--- src/rtl/meas_pkg.sv ---
package meas_pkg;

  typedef enum logic [1:0] {
    MODE_EVENT  = 2'b00,
    MODE_PULSE  = 2'b01,
    MODE_PERIOD = 2'b10,
    MODE_FREE   = 2'b11
  } cnt_mode_e;

  typedef enum logic [1:0] {
    OBS_MEAS  = 2'b00,
    OBS_DONE  = 2'b01,
    OBS_LOCRY = 2'b10,
    OBS_FULL  = 2'b11
  } obs_sel_e;

  typedef enum logic [1:0] {
    ST_IDLE = 2'b00,
    ST_ARM  = 2'b01,
    ST_RUN  = 2'b10,
    ST_DONE = 2'b11
  } gate_state_e;

  // bit order of this struct is the control byte layout [5:0]
  typedef struct packed {
    obs_sel_e  obs_sel;
    logic      tick_sel;
    cnt_mode_e mode;
    logic      en;
  } cfg_t;

  // stop condition of a running measurement
  function automatic logic stop_hit(cnt_mode_e m, logic ev, logic rise, logic fall);
    case (m)
      MODE_EVENT:  return ev;
      MODE_PULSE:  return fall;
      MODE_PERIOD: return rise;
      default:     return 1'b0;
    endcase
  endfunction

  // state entered on the first enabled cycle
  function automatic gate_state_e first_state(cnt_mode_e m);
    return (m == MODE_EVENT || m == MODE_FREE) ? ST_RUN : ST_ARM;
  endfunction

endpackage

--- src/rtl/meas_sync.sv ---
module meas_sync #(
  parameter int STAGES = 2
) (
  input  logic clk,
  input  logic rst_n,
  input  logic din,
  output logic lvl
);
  logic [STAGES-1:0] stg;

  generate
    if (STAGES == 1) begin : g_one
      always_ff @(posedge clk or negedge rst_n) begin
        if (!rst_n) stg <= '0;
        else        stg <= din;
      end
    end else begin : g_chain
      always_ff @(posedge clk or negedge rst_n) begin
        if (!rst_n) stg <= '0;
        else        stg <= {stg[STAGES-2:0], din};
      end
    end
  endgenerate

  assign lvl = stg[STAGES-1];

  AST_SYNC_LATENCY: assert property (@(posedge clk) disable iff (!rst_n)
    $rose(stg[0]) |-> ##(STAGES-1) lvl);
endmodule

--- src/rtl/meas_ctrl_reg.sv ---
module meas_ctrl_reg
  import meas_pkg::*;
(
  input  logic       clk,
  input  logic       rst_n,
  input  logic       we,
  input  logic [7:0] wdata,
  output cfg_t       cfg,
  output logic       wr_err,
  output logic       lock_viol,
  output logic [7:0] rdata
);
  logic [5:0] cfg_bits;
  assign cfg_bits  = cfg;
  assign lock_viol = we && cfg.en && (wdata[5:1] != cfg_bits[5:1]);

  always_ff @(posedge clk or negedge rst_n) begin
    if (!rst_n) begin
      cfg    <= '0;
      wr_err <= 1'b0;
    end else begin
      if (we) begin
        if (cfg.en) cfg.en <= wdata[0];
        else        cfg    <= cfg_t'(wdata[5:0]);
      end
      if (lock_viol)                   wr_err <= 1'b1;
      else if (we && !cfg.en && wdata[7]) wr_err <= 1'b0;
    end
  end

  assign rdata = {wr_err, 1'b0, cfg_bits};

  AST_FIELDS_LOCKED: assert property (@(posedge clk) disable iff (!rst_n)
    (we && cfg.en) |=> (cfg_bits[5:1] == $past(cfg_bits[5:1])));
  AST_ERR_STICKY: assert property (@(posedge clk) disable iff (!rst_n)
    lock_viol |=> wr_err);
endmodule

--- src/rtl/meas_gate_fsm.sv ---
module meas_gate_fsm
  import meas_pkg::*;
(
  input  logic        clk,
  input  logic        rst_n,
  input  logic        en,
  input  cnt_mode_e   mode,
  input  logic        meas_lvl,
  input  logic        ev_lvl,
  input  logic        tick,
  output logic        inc,
  output logic        done_pulse,
  output logic        done_flag,
  output gate_state_e state
);
  logic        meas_prev;
  logic        meas_rise, meas_fall, stop;
  gate_state_e state_nxt;

  assign meas_rise = meas_lvl & ~meas_prev;
  assign meas_fall = ~meas_lvl & meas_prev;
  assign stop      = stop_hit(mode, ev_lvl, meas_rise, meas_fall);
  assign inc       = (state == ST_RUN) && !stop && tick;

  always_comb begin
    state_nxt = state;
    if (!en) state_nxt = ST_IDLE;
    else begin
      case (state)
        ST_IDLE: state_nxt = first_state(mode);
        ST_ARM:  if (meas_rise) state_nxt = ST_RUN;
        ST_RUN:  if (stop) state_nxt = ST_DONE;
        default: state_nxt = ST_DONE;
      endcase
    end
  end

  always_ff @(posedge clk or negedge rst_n) begin
    if (!rst_n) begin
      state      <= ST_IDLE;
      meas_prev  <= 1'b0;
      done_pulse <= 1'b0;
      done_flag  <= 1'b0;
    end else begin
      state      <= state_nxt;
      meas_prev  <= meas_lvl;
      done_pulse <= en && (state == ST_RUN) && stop;
      if (!en)                             done_flag <= 1'b0;
      else if ((state == ST_RUN) && stop)  done_flag <= 1'b1;
    end
  end

  AST_DONE_ONE_CYCLE: assert property (@(posedge clk) disable iff (!rst_n)
    done_pulse |=> !done_pulse);
  AST_FREE_NEVER_DONE: assert property (@(posedge clk) disable iff (!rst_n)
    (en && mode == MODE_FREE) |-> !done_pulse);
  AST_DISABLE_IDLE: assert property (@(posedge clk) disable iff (!rst_n)
    !en |=> (state == ST_IDLE && !done_flag));
endmodule

--- src/rtl/meas_sat_counter.sv ---
module meas_sat_counter #(
  parameter int W      = 16,
  parameter int LO_BIT = 8
) (
  input  logic         clk,
  input  logic         rst_n,
  input  logic         clr,
  input  logic         inc,
  output logic [W-1:0] count,
  output logic         lo_carry,
  output logic         full
);
  localparam logic [W-1:0] MAX = '1;

  function automatic logic [W-1:0] next_count(logic [W-1:0] c, logic step);
    return (step && c != MAX) ? c + 1'b1 : c;
  endfunction

  function automatic logic carry_out(logic [W-1:0] c, logic step);
    return step && (c != MAX) && (&c[LO_BIT-1:0]);
  endfunction

  always_ff @(posedge clk or negedge rst_n) begin
    if (!rst_n) begin
      count    <= '0;
      lo_carry <= 1'b0;
    end else if (clr) begin
      count    <= '0;
      lo_carry <= 1'b0;
    end else begin
      count    <= next_count(count, inc);
      lo_carry <= carry_out(count, inc);
    end
  end

  assign full = (count == MAX);

  AST_NO_OVERFLOW: assert property (@(posedge clk) disable iff (!rst_n)
    (full && !clr) |=> full);
  AST_CLEAR_ZERO: assert property (@(posedge clk) disable iff (!rst_n)
    clr |=> (count == '0));
  AST_UNIT_STEP: assert property (@(posedge clk) disable iff (!rst_n)
    !clr |=> (count == $past(count) || count == $past(count) + 1'b1));
endmodule

--- src/rtl/gated_meas_counter.sv ---
module gated_meas_counter
  import meas_pkg::*;
#(
  parameter int CNT_W       = 16,
  parameter int LO_BIT      = 8,
  parameter int SYNC_STAGES = 2
) (
  input  logic             clk,
  input  logic             rst_n,
  input  logic             reg_we,
  input  logic [7:0]       reg_wdata,
  output logic [7:0]       reg_rdata,
  input  logic             meas_in,
  input  logic             event_in,
  input  logic             tick_a,
  input  logic             tick_b,
  output logic [CNT_W-1:0] count,
  output logic             done_pulse,
  output logic             done_flag,
  output logic             obs_out
);
  cfg_t        cfg;
  logic        wr_err, lock_viol;
  logic        meas_lvl, ev_lvl, tick, inc, lo_carry, full;
  gate_state_e state;

  meas_ctrl_reg u_ctrl (
    .clk(clk), .rst_n(rst_n), .we(reg_we), .wdata(reg_wdata),
    .cfg(cfg), .wr_err(wr_err), .lock_viol(lock_viol), .rdata(reg_rdata)
  );

  meas_sync #(.STAGES(SYNC_STAGES)) u_sync_meas (
    .clk(clk), .rst_n(rst_n), .din(meas_in), .lvl(meas_lvl)
  );

  meas_sync #(.STAGES(SYNC_STAGES)) u_sync_ev (
    .clk(clk), .rst_n(rst_n), .din(event_in), .lvl(ev_lvl)
  );

  assign tick = cfg.tick_sel ? tick_b : tick_a;

  meas_gate_fsm u_fsm (
    .clk(clk), .rst_n(rst_n), .en(cfg.en), .mode(cfg.mode),
    .meas_lvl(meas_lvl), .ev_lvl(ev_lvl), .tick(tick), .inc(inc),
    .done_pulse(done_pulse), .done_flag(done_flag), .state(state)
  );

  meas_sat_counter #(.W(CNT_W), .LO_BIT(LO_BIT)) u_cnt (
    .clk(clk), .rst_n(rst_n), .clr(!cfg.en), .inc(inc),
    .count(count), .lo_carry(lo_carry), .full(full)
  );

  always_comb begin
    case (cfg.obs_sel)
      OBS_MEAS:  obs_out = meas_lvl;
      OBS_DONE:  obs_out = done_flag;
      OBS_LOCRY: obs_out = lo_carry;
      default:   obs_out = full;
    endcase
  end

  AST_HOLD_AFTER_DONE: assert property (@(posedge clk) disable iff (!rst_n)
    (done_flag && cfg.en) |=> $stable(count));
  AST_ARM_NO_COUNT: assert property (@(posedge clk) disable iff (!rst_n)
    (state == ST_ARM) |=> $stable(count));
  AST_ERR_VISIBLE: assert property (@(posedge clk) disable iff (!rst_n)
    lock_viol |=> reg_rdata[7]);
endmodule

--- config.mk ---
export PLATFORM = sky130hd
export DESIGN_NAME = gated_meas_counter
export DESIGN_NICKNAME = d
export VERILOG_FILES = /design/src/rtl/meas_pkg.sv /design/src/rtl/meas_sync.sv /design/src/rtl/meas_ctrl_reg.sv /design/src/rtl/meas_gate_fsm.sv /design/src/rtl/meas_sat_counter.sv /design/src/rtl/gated_meas_counter.sv
export SDC_FILE = /design/constraint.sdc
export NUM_CORES = 1
export LEC_CHECK = 0
export BUFFER_PORTS_ARGS = -buffer_cell sky130_fd_sc_hd__buf_2
export CORE_MARGIN = 2
export CORE_UTILIZATION = 53
export CTS_CLUSTER_SIZE = 20
export DETAILED_ROUTE_END_ITERATION = 10
export GPL_TIMING_DRIVEN = 0
export PLACE_DENSITY = 0.83
export SKIP_CTS_REPAIR_TIMING = 1
export SLEW_MARGIN = 20
export SYNTH_ARGS = -nofsm -noshare
export SYNTH_HDL_FRONTEND = slang
export SYNTH_SLANG_ARGS = --single-unit
--- constraint.sdc ---
create_clock -name clk -period 2.92 [get_ports clk]
set_input_delay 0.146 -clock clk [delete_from_list [all_inputs] [get_ports clk]]
set_output_delay 0.146 -clock clk [all_outputs]
set_load 0.1 [all_outputs]
==> metrics.md, run 1 <==
| Metric | Value |
|---|---|
| Worst slack, placed | `0.5373 ns` |
| Switching Fraction | `39.93%` |
| Routed WL | `3740 µm` |
| Yosys reg bits | `33` |
| CP Class | `flip-flop to primary output` |
| Initial antenna violation count | `0` |
| Later-pin clock latency in the skew report | `between 0.3 and 0.4 ns` |
| Mean post-synth cell area | `10.20 µm²` |
| Final core occ | `67.58%` |
| Total nets after synthesis | `between 150 and 200` |
| Clock Skews | `0.02173 ns` |
| Via count | `1518` |
| Share of the synthesized area in the top cell type | `around 47%` |
| Dominant cell type by area after synthesis | `dfrtp_1` |
| Worst-margin pin slew | `0.7206 ns` |
| Clock power share | `a little over a fifth` |
| Global-route wire length before repair | `approximately 6100 µm` |
| Gate Count Post-Synth | `173` |
| CTS clk-pin slew, worst paths | `0.10 ns` |
| Min Tclk post-route | `2.686 ns` |
| Gr usage total | `22.08%` |
| CP Cell Sequence | `ha_1 -> nand4_1 -> nor4_1 -> mux4_2 -> buf_2` |
| Leakage | `0.0009511 µW` |
| Internal | `668.1 µW` |
| Die height | `around 60 µm` |
| Critical-path maximum fanout | `5` |
| Max-slew headroom | `51.51%` |
| Vias in the first global route | `1336` |
| Hold Violations, Final | `0` |
| Peak supply drop | `0.3248 mV` |
| H-tree depth | `2` |
| Die footprint | `3806 µm²` |
| Final period util | `91.98%` |
| Critical path origin | `u_cnt.count[0]` |
| # port buffers | `39` |
| Synth warnings | `0` |
| # DRC | `0` |
| RePlAce Congestion | `0.8492` |
| Status | `complete, no violations` |
| Starting Density | `56.85%` |
| Number of synthesized flops with an enable pin | `0` |
| Final WS setup | `roughly 0.23 ns` |
| Post-route cell area | `2097 µm²` |
| Sw power | `about 440 µW` |
| Post-synthesis sequential area ratio | `between 40 and 50%` |
| Setup crit start kind | `flip-flop` |
| Max Freq | `0.3723 GHz` |
| Routed Antenna Nets | `0` |
| Number of buffers created by CTS | `5` |
| Post-synth ARST share | `100.0%` |
| Chip width | `61.70 µm` |
| Comb power frac | `32.0%` |
| Slowest cell on crit path | `nor4_1` |
| DR iter-0 viols | `48` |
| Area Growth Syn to Fin | `18.87%` |
| CTS Buffer Depth | `2` |
| First-pass iteration count of the detailed router | `4` |
| Total grt overflow | `0` |
| Setup TNS Final | `0 ns` |
| Post-synth cell types | `40` |
| Fill cells | `283` |
| WP data required | `roughly 2.8 ns` |
| Min-Delay Startpoint | `reg_wdata[0]` |
| DP Wirelength | `2664 µm` |
| Final setup fails | `0` |
| Dpl cells | `256` |
| I/O pin total | `42` |
| CTS tree | `done` |
| Drt wl/cell | `14.01 µm` |
| Std cell rows | `20` |
| CP max stage delay | `0.58 ns` |
| Largest cells by area after synthesis | `dfrtp_1 (47%), o31ai_1 (3.8%), a21oi_1 (3.7%)` |
| Hold WC Path Type | `input port to flip-flop` |
| Share of layout cells above drive strength 1 | `26.91%` |
| Core ar. | `3103 µm²` |
| Post-Layout Cell Count | `267` |
| Antenna cells | `0` |
| Synth Flop Type | `dfrtp_1` |
| Vias per std cell | `approximately 5.7` |
| R2r startpoint | `u_ctrl.cfg[1]` |
| CP arrival | `2.54 ns` |
| CTS Root Cell | `clkbuf_4` |
| Placed Area | `2016 µm²` |
| Clock Sinks | `33` |
| Pwr per Cell Area | `530.4 nW/µm²` |
| Post-layout nets | `approximately 240` |
| CP endpoint kind | `primary output` |
| Final slew viol count | `0` |
| Netlist Area Pre-Place | `1764 µm²` |
| Sequential fraction of design power | `46.2%` |
| RSZ-0062 raised after global routing | `false` |
| Maxcap violations | `0` |
| Largest net degree at the start of global routing | `34` |
==> layer usage <==
| metal | vias to the layer above | part of all wire, % | track usage, % |
|---|---|---|---|
| li1 | 742 | - | - |
| met1 | 719 | 49 | 33.24 |
| met2 | 50 | 43 | 31.28 |
| met3 | 7 | 6.0 | 5.590 |
| met4 | 0 | 1.3 | 7.295 |
| met5 | - | 0 | 0 |
==> state kept, by name (all words and copies together), names as in the netlist, 2 cells and up <==
name,cells
u_cnt.count,16
u_ctrl.cfg,6
u_fsm.state,2
u_sync_ev.stg,2
u_sync_meas.stg,2
==> power by group through the flow <==
stage	Sequential [µW]	Combinational, µW	Clock, µW
floorplan	624	177	0
global placement	522	351	0
detailed placement	524	353	0
CTS	515	354	251
global route	520	383	271
finish	514	356	242
==> layout by cell type, fill, tap and decap left out, types with 3 or more instances in the layout <==
| master | count |
|---|---|
| buf_4 | 3 |
| buf_2 | 41 |
| clkbuf_4 | 5 |
| a21oi_1 | 13 |
| ha_1 | 5 |
| nand3_1 | 7 |
| mux2i_1 | 5 |
| dlygate4sd3_1 | 3 |
| nor3_1 | 3 |
| nor4_1 | 6 |
| o31ai_1 | 9 |
| dfrtp_1 | 32 |
| mux2_2 | 4 |
| clkbuf_1 | 6 |
| nand2b_1 | 6 |
| xnor2_1 | 3 |
| o21ai_0 | 5 |
| nand2_1 | 13 |
| or4_1 | 8 |
| inv_1 | 8 |
| nand4_1 | 8 |
==> path summary, 6_finish.rpt <==
path                                     to  slack (ns)  cells after the start
max                                 obs_out        0.23                      5
min in group asynchronous    u_cnt.count[5]        0.39                      2
max reg2reg                 u_cnt.count[13]        0.48                      7
max in group asynchronous     u_ctrl.cfg[1]        2.03                      2
min                           u_ctrl.cfg[0]        0.02                      3
min reg2reg                u_sync_ev.stg[1]        0.35                      0
==> cell type report <==
| type | instances | area (µm²) | share of cell area [%] |
|---|---|---|---|
| inverter | 8 | 30.03 | 1.432 |
| clock inverter | 2 | 10.01 | 0.4773 |
| sequential | 33 | 827.0 | 39.44 |
| clock buffer | 6 | 41.29 | 1.969 |
| multi-input combinational | 120 | 842.1 | 40.16 |
| tap | 44 | 55.05 | 2.625 |
| buffer | 12 | 66.31 | 3.162 |
| timing repair buffer | 42 | 225.2 | 10.74 |
==> cell families (layout without fill, tap and decap cells) <==
logic type | Yosys count | in the layout | share of synthesized area [%]
xor gates and xnor gates | 5 | 5 | 2.483
and+or+nand+nor | 66 | 66 | 22.63
muxes | 10 | 10 | 6.667
buffers and inverters | 20 | 70 | 5.461
adders and majority gates | 5 | 5 | 3.546
DFF | 33 | 33 | 46.81
AOI/OAI and AO/OA | 33 | 33 | 12.20
other | 1 | 1 | 0.2126
==> synth_stat cells (all sizes together) (3+ instances only) <==
| library cell | n |
|---|---|
| dfrtp | 33 |
| a21oi | 13 |
| nand2 | 13 |
| o31ai | 9 |
| or4 | 9 |
| inv | 8 |
| nand4 | 8 |
| buf | 7 |
| nand3 | 7 |
| nand2b | 6 |
| nor4 | 6 |
| clkbuf | 5 |
| ha | 5 |
| mux2i | 5 |
| o21ai | 5 |
| mux2 | 4 |
| nor3 | 3 |
| xnor2 | 3 |
==> worst max-delay path: cells and delay by family, from the launching register on <==
kind	cells	cell delay (ns)
buffers and inverters	1	0.42
adders and majority gates	1	0.27
muxes	1	0.38
DFF	1	0.40
and+or+nand+nor	2	0.74
==> through the flow <==
stage	hold WS [ns]	total power, µW
2_1_floorplan	-0.1496	800.7
3_3_place_gp	0.2444	873.6
3_5_place_dp	0.2431	877.0
4_1_cts	-0.1355	1119
5_1_grt	0.04389	1174
6_report	0.02436	1112
Note: power is estimated with default switching activity, not from simulation.
==> run 2, diff against run 1 <==
--- a/config.mk
+++ b/config.mk
@@ -6,12 +6,14 @@
 export NUM_CORES = 1
 export LEC_CHECK = 0
 export BUFFER_PORTS_ARGS = -buffer_cell sky130_fd_sc_hd__buf_2
+export CELL_PAD_IN_SITES_DETAIL_PLACEMENT = 0
+export CELL_PAD_IN_SITES_GLOBAL_PLACEMENT = 2
 export CORE_MARGIN = 2
-export CORE_UTILIZATION = 53
+export CORE_UTILIZATION = 35
 export CTS_CLUSTER_SIZE = 20
 export DETAILED_ROUTE_END_ITERATION = 10
 export GPL_TIMING_DRIVEN = 0
-export PLACE_DENSITY = 0.83
+export PLACE_DENSITY = 0.87
 export SKIP_CTS_REPAIR_TIMING = 1
 export SLEW_MARGIN = 20
 export SYNTH_ARGS = -nofsm -noshare
==> constraint.sdc (replaced) <==
create_clock -name clk -period 3.3 [get_ports clk]
set_input_delay 0.165 -clock clk [delete_from_list [all_inputs] [get_ports clk]]
set_output_delay 0.165 -clock clk [all_outputs]
set_load 0.1 [all_outputs]
==> run 2 against run 1 <==
Net effect: critical path depth unchanged; highest routed layer unchanged; cell count up 8.2%; global-route usage down 5.7 points; die area up 48%; clock power up 36%; first-iteration DRC count up 140%; non-clock buffer count down 1; clock-buffer cell count up 1; the run now ends with negative hold slack left; total power down 0.90%; critical path type unchanged; register-to-register slack better by 0.42 ns; core utilization down 22 points; setup slack better by 0.32 ns; critical endpoint unchanged.
==> metrics.md, run 2 (synthesized netlist as in run 1, its figures left out) <==
| Metric | Value |
|---|---|
| Status | `finished, violations left` |
| Hold WC Path Type | `input port to asynchronous set/reset pin` |
| Fill cells | `484 (+71%)` |
| Via count | `1504 (-0.92%)` |
| H-tree depth | `2 (unchanged)` |
| Maxcap violations | `0 (unchanged)` |
| CP endpoint kind | `primary output` |
| Share of layout cells above drive strength 1 | `27.03% (+0.12 points)` |
| Reg2Reg Depth | `7 (unchanged)` |
| CP Cell Sequence | `ha_1 -> nand4_1 -> nor4_1 -> mux4_2 -> buf_2` |
| CTS clk-pin slew, worst paths | `0.07 ns (-0.03 ns)` |
| Area Growth Syn to Fin | `22.70%` |
| Total grt overflow | `0 (unchanged)` |
| Die footprint | `5624 µm² (+48%)` |
| Die height | `75.00 µm (+22%)` |
| RePlAce Congestion | `0.7320 (-14%)` |
| Sequential fraction of design power | `41.4% (-4.8 points)` |
| Hold Violations, Final | `33 (+33)` |
| CP Class | `flip-flop to primary output` |
| Worst hold margin | `-0.04709 ns (-0.07145 ns)` |
| CTS Buffer Depth | `2 (unchanged)` |
| CP max stage delay | `0.67 ns (+0.09 ns)` |
| Sw power | `404.8 µW (-8.9%)` |
| Global-route wire length before repair | `6782 µm (+12%)` |
| Internal | `697.4 µW (+4.4%)` |
| Critical Path Sink | `obs_out` |
| Gr usage total | `16.37% (-5.7 points)` |
| Peak supply drop | `0.1722 mV (-47%)` |
| Vias in the first global route | `1351 (+1.1%)` |
| Later-pin clock latency in the skew report | `0.28 ns (-0.06 ns)` |
| Setup crit start kind | `flip-flop` |
| Clock Skews | `0.005997 ns (-0.01573 ns)` |
| Pwr per Cell Area | `509.2 nW/µm² (-4.0%)` |
| RSZ-0062 raised after global routing | `false` |
| Routed Antenna Nets | `0 (unchanged)` |
| Critical path buffer and inverter count | `1 (unchanged)` |
| Final period util | `between 80 and 90%` |
| Number of buffers created by CTS | `5 (unchanged)` |
| Post-route cell area | `2165 µm² (+3.2%)` |
| Max-slew headroom | `42.70% (-8.8 points)` |
| # DRC | `0 (unchanged)` |
| Initial antenna violation count | `0 (unchanged)` |
| Critical path origin | `u_cnt.count[0]` |
| Drt wl/cell | `14.38 µm (+2.6%)` |
| Final setup fails | `0 (unchanged)` |
| Placed Area | `2043 µm² (+1.4%)` |
| Chip width | `75.00 µm (+22%)` |
| Vias per std cell | `5.204 (-8.5%)` |
| First-pass iteration count of the detailed router | `4 (unchanged)` |
| # port buffers | `39 (unchanged)` |
| Commonest non-fill, non-tap cells in the layout | `buf_2 (41), dfrtp_1 (33), a21oi_1 (13), nand2_1 (13), o31ai_1 (9)` |
| WP data required | `3.13 ns (+0.36 ns)` |
| R2r endpoint | `u_cnt.count[13]` |
| Largest regs | `u_cnt.count x16, u_ctrl.cfg x6` |
| Worst-margin pin slew | `0.8517 ns (+0.1311 ns)` |
| I/O pin total | `42 (unchanged)` |
| Switching Fraction | `36.73% (-3.2 points)` |
| Clock Sinks | `33 (unchanged)` |
| Crit-path leading delay family | `simple AND/OR/NAND/NOR gates` |
| Setup TNS Final | `0 ns (unchanged)` |
| CP arrival | `2.58 ns (+0.04 ns)` |
| DP Wirelength | `2910 µm (+9.2%)` |
| Antenna cells | `0 (unchanged)` |
| CTS tree | `done` |
| Clock power share | `30.0% (+8.3 points)` |
| Core ar. | `4786 µm² (+54%)` |
| Max Freq | `0.3639 GHz` |
| Slowest cell on crit path | `nor4_1` |
| Max FFs per register | `16 (unchanged)` |
| Largest net degree at the start of global routing | `34 (unchanged)` |
| Failing checks | `negative hold slack` |
| CTS Root Cell | `clkbuf_8` |
| CP Depth | `5 (unchanged)` |
| Final core occ | `45.23% (-22 points)` |
| DR iter-0 viols | `114 (+140%)` |
| Starting Density | `36.86% (-20 points)` |
| Std cell rows | `25 (+25%)` |
| Commonest non-fill, non-tap cell in the layout | `buf_2` |
| Comb power frac | `28.6% (-3.4 points)` |
| Min Tclk post-route | `2.748 ns` |
| R2r startpoint | `u_ctrl.cfg[1]` |
| Critical-path maximum fanout | `5 (unchanged)` |
| Routed WL | `4155 µm (+11%)` |
| Post-layout nets | `241 (-0.41%)` |
| Flop-to-flop setup slack | `0.90 ns (+0.42 ns)` |
| Leakage | `0.0009704 µW (+2.0%)` |
| Final slew viol count | `0 (unchanged)` |
| Biggest register | `u_cnt.count` |
run 2: routing by layer:
metal	vias up	GRT usage [%]	share of wire [%]
li1	733	-	-
met1	714	23.69	49
met5	-	0	0
met4	0	5.754	1.3
met3	7	4.552	5.8
met2	50	23.49	44
run 2: worst min path at each step:
stage	start	to	depth (start not counted)
floorplan	rst_n	u_cnt.count[0]	0
global placement	event_in	u_sync_ev.stg[0]	1
detailed placement	rst_n	u_ctrl.cfg[1]	1
CTS	rst_n	u_sync_ev.stg[1]	1
global route	rst_n	u_fsm.state[0]	1
finish	rst_n	u_ctrl.cfg[1]	1
run 2: stage by stage:
step	total power (µW)	worst slack [ns]	hold WS [ns]	cells
2_1_floorplan	708.1	0.3671	-0.1306	173
6_report	1102	0.5518	-0.04709	289
3_3_place_gp	781.6	0.8871	0.2729	279
4_1_cts	1120	0.5681	-0.02684	287
5_1_grt	1163	0.4135	0.01503	289
3_5_place_dp	780.7	0.8740	0.2752	279
run 2: power groups by stage:
stage	Combinational (µW)	Sequential (µW)	Clock, µW
2_1_floorplan	156	552	0
6_report	316	456	330
3_3_place_gp	318	464	0
5_1_grt	339	461	364
4_1_cts	317	457	346
3_5_place_dp	316	465	0
run 2: area by class of cell:
type	count	area, µm²	area share, %
clock inverters	1	5.005	0.2312
well taps	67	83.83	3.873
multi-input cells	120	842.1	38.90
inverters	8	30.03	1.387
clock buffers	7	96.34	4.451
plain buffers	12	66.31	3.064
flip-flops and latches	33	825.8	38.15
repair buffers	41	215.2	9.942
==> run 3, diff against run 2 <==
--- a/config.mk
+++ b/config.mk
@@ -5,15 +5,16 @@
 export SDC_FILE = /design/constraint.sdc
 export NUM_CORES = 1
 export LEC_CHECK = 0
+export ABC_AREA = 1
 export BUFFER_PORTS_ARGS = -buffer_cell sky130_fd_sc_hd__buf_2
 export CELL_PAD_IN_SITES_DETAIL_PLACEMENT = 0
 export CELL_PAD_IN_SITES_GLOBAL_PLACEMENT = 2
 export CORE_MARGIN = 2
-export CORE_UTILIZATION = 35
+export CORE_UTILIZATION = 28
 export CTS_CLUSTER_SIZE = 20
 export DETAILED_ROUTE_END_ITERATION = 10
 export GPL_TIMING_DRIVEN = 0
-export PLACE_DENSITY = 0.87
+export PLACE_DENSITY = 0.8
 export SKIP_CTS_REPAIR_TIMING = 1
 export SLEW_MARGIN = 20
 export SYNTH_ARGS = -nofsm -noshare
==> constraint.sdc (replaced) <==
create_clock -name clk -period 2.3 [get_ports clk]
set_input_delay 0.115 -clock clk [delete_from_list [all_inputs] [get_ports clk]]
set_output_delay 0.115 -clock clk [all_outputs]
set_load 0.1 [all_outputs]
==> run 3 against run 2 <==
Net effect: the flow now finishes without violations; area after synthesis grew 7.0%; core utilization fell by 8.9 points; first-iteration DRC count decreased by 21%; critical path type unchanged.
==> metrics.md, run 3 <==
| Metric | Value |
|---|---|
| Vias in the first global route | `1621 (+20%)` |
| # DRC | `0 (unchanged)` |
| Depth of the worst hold-timing path | `3` |
| Starting Density | `29.38% (-7.5 points)` |
| CP Cell Sequence | `ha_4 -> nand2_2 -> nor2_4 -> nand2_2 -> nor2_1 -> nand3_1 -> nand4_1 -> buf_2` |
| CP arrival | `2.04 ns (-0.54 ns)` |
| Max Freq | `0.4647 GHz` |
| Yosys reg bits | `33 (unchanged)` |
| Pwr per Cell Area | `671.0 nW/µm² (+32%)` |
| Hold Path End | `u_ctrl.cfg[0]` |
| Total grt overflow | `0 (unchanged)` |
| Core ar. | `6422 µm² (+34%)` |
| Total nets after synthesis | `259 (+34%)` |
| Vias per std cell | `4.459 (-14%)` |
| Routed Antenna Nets | `0 (unchanged)` |
| Chip width | `86.09 µm (+15%)` |
| Antenna cells | `0 (unchanged)` |
| Critical path's most frequent cell | `nand2_2` |
| First-pass iteration count of the detailed router | `4 (unchanged)` |
| Flop-to-flop setup slack | `0.57 ns (-0.33 ns)` |
| Final setup fails | `0 (unchanged)` |
| Final core occ | `36.37% (-8.9 points)` |
| R2r startpoint | `u_ctrl.cfg[2]` |
| RePlAce Congestion | `0.7957 (+8.7%)` |
| Largest regs | `u_cnt.count x16, u_ctrl.cfg x6` |
| Final slew viol count | `0 (unchanged)` |
| Critical-path maximum fanout | `6 (+1)` |
| Share of the synthesized area in the top cell type | `43.77% (-3.0 points)` |
| Peak supply drop | `0.1912 mV (+11%)` |
| Post-synth top cells | `nand2_1 (59), nand3_1 (36), dfrtp_1 (33)` |
| Post-synth cell types | `25 (-38%)` |
| Die height | `86.09 µm (+15%)` |
| Status | `complete, no violations` |
| Number of buffers created by CTS | `5 (unchanged)` |
| Clock Skews | `0.002343 ns (-0.003654 ns)` |
| Setup TNS Final | `0 ns (unchanged)` |
| DP Wirelength | `3469 µm (+19%)` |
| Leakage | `0.001213 µW (+25%)` |
| CTS Root Cell | `clkbuf_8` |
| Max-slew headroom | `48.96% (+6.3 points)` |
| Netlist Area Pre-Place | `1887 µm² (+7.0%)` |
| Later-pin clock latency in the skew report | `0.29 ns (about the same)` |
| Fill cells | `687 (+42%)` |
| CP Class | `flip-flop to primary output` |
| Dominant cell type by area after synthesis | `dfrtp_1` |
| Gate Count Post-Synth | `239 (+38%)` |
| # port buffers | `39 (unchanged)` |
| Flip-flop and latch area | `850.8 µm² (+3.0%)` |
| Die footprint | `7411 µm² (+32%)` |
| Multi-input gate area | `909.6 µm² (+8.0%)` |
| DR iter-0 viols | `90 (-21%)` |
| Post-synthesis sequential area ratio | `43.77% (-3.0 points)` |
| Commonest non-fill, non-tap cell in the layout | `nand2_1` |
| I/O pin total | `42 (unchanged)` |
| Post-layout nets | `308 (+28%)` |
| Most numerous cell in the Yosys netlist | `nand2_1` |
| Reg2Reg Depth | `10 (+3)` |
| Initial antenna violation count | `0 (unchanged)` |
| Clock Sinks | `33 (unchanged)` |
| Synth Flop Type | `dfrtp_1` |
| Commonest non-fill, non-tap cells in the layout | `nand2_1 (59), buf_2 (41), nand3_1 (36)` |
| CP endpoint kind | `primary output` |
| CTS tree | `done` |
| Min-Delay Startpoint | `reg_wdata[0]` |
| Std cell rows | `29 (+16%)` |
| Post-synth ARST share | `100.0% (unchanged)` |
| Global-route wire length before repair | `7914 µm (+17%)` |
| Hold WC Path Type | `input port to flip-flop` |
| Via count | `1632 (+8.5%)` |
| Worst hold margin | `0.03799 ns (+0.08508 ns)` |
| CP max stage delay | `0.47 ns (-0.20 ns)` |
| Largest cells by area after synthesis | `dfrtp_1 (44%), nand2_1 (12%), nand3_1 (9.5%)` |
| Worst-margin pin slew | `0.7656 ns (-0.08614 ns)` |
| Drt wl/cell | `12.97 µm (-9.8%)` |
| H-tree depth | `2 (unchanged)` |
| Max FFs per register | `16 (unchanged)` |
| RSZ-0062 raised after global routing | `false` |
| Share of layout cells above drive strength 1 | `28.03% (+1.0 points)` |
| R2r endpoint | `u_cnt.count[13]` |
| Gr usage total | `13.85% (-2.5 points)` |
| Mean post-synth cell area | `7.895 µm² (-23%)` |
| Slowest cell on crit path | `dfrtp_4` |
| Largest net degree at the start of global routing | `34 (unchanged)` |
| Synth warnings | `0 (unchanged)` |
| CTS clk-pin slew, worst paths | `0.07 ns (about the same)` |
| Routed WL | `4748 µm (+14%)` |
| CTS Buffer Depth | `2 (unchanged)` |
| Maxcap violations | `0 (unchanged)` |
| Setup crit start kind | `flip-flop` |
| Min Tclk post-route | `2.152 ns` |
| Area Growth Syn to Fin | `23.81%` |
| Number of synthesized flops with an enable pin | `0 (unchanged)` |
| Biggest register | `u_cnt.count` |
| Hold Violations, Final | `0 (-100%)` |
| WP data required | `2.18 ns (-0.95 ns)` |
| Final period util | `93.57%` |
-- run 3: metrics by stage --
stage	total power (µW)	cells	cell area (µm²)	setup slack, ns
finish	1567	366	2336	0.1480
detailed placement	1113	355	2216	0.4370
floorplan	1011	239	1924	0.03140
global route	1646	366	2336	0.03072
CTS	1583	363	2306	0.1155
global placement	1111	355	2216	0.4245
-- run 3: layer usage --
metal | GRT usage [%] | wire length, µm
met5 | 0 | 0
met4 | 5.195 | 79
met3 | 3.176 | 192
met2 | 22.06 | 2129
met1 | 18.28 | 2347
-- run 3: worst max-delay path, delay by kind of cell (launching register included) --
family | cells | cell delay, ns
buffers and inverters | 1 | 0.43
DFF | 1 | 0.47
and+or+nand+nor | 6 | 0.69
adders and majority gates | 1 | 0.16
-- run 3: how the worst max path moves through the flow --
| stage | depth (start not counted) | to | startpoint |
|---|---|---|---|
| after floorplan | 3 | obs_out | u_ctrl.cfg[5] |
| after global placement | 8 | obs_out | u_cnt.count[0] |
| after detailed placement | 8 | obs_out | u_cnt.count[0] |
| after CTS | 8 | obs_out | u_cnt.count[0] |
| after global routing | 8 | obs_out | u_cnt.count[0] |
| final | 8 | obs_out | u_cnt.count[0] |
-- run 3: kinds of logic after synthesis --
group | synth area share, %
other | 0.1987
AND/OR/NAND/NOR | 32.36
buffers and inverters | 8.687
XOR/XNOR | 7.891
flip-flops | 43.77
adder cells (fa/ha/maj) | 3.316
AO/OA/AOI/OAI | 3.780
-- run 3: layout make-up --
type,count,share of cell area [%]
tap,77,4.124
sequential,33,36.42
timing repair buffer,42,9.641
buffer,8,2.517
inverter,28,4.499
clock buffer,8,3.856
multi-input combinational,170,38.94
-- run 3: power by group --
part	switching, µW	internal [µW]
registers	38.8	620
logic	339	103
clock network	223	244
total	600	967
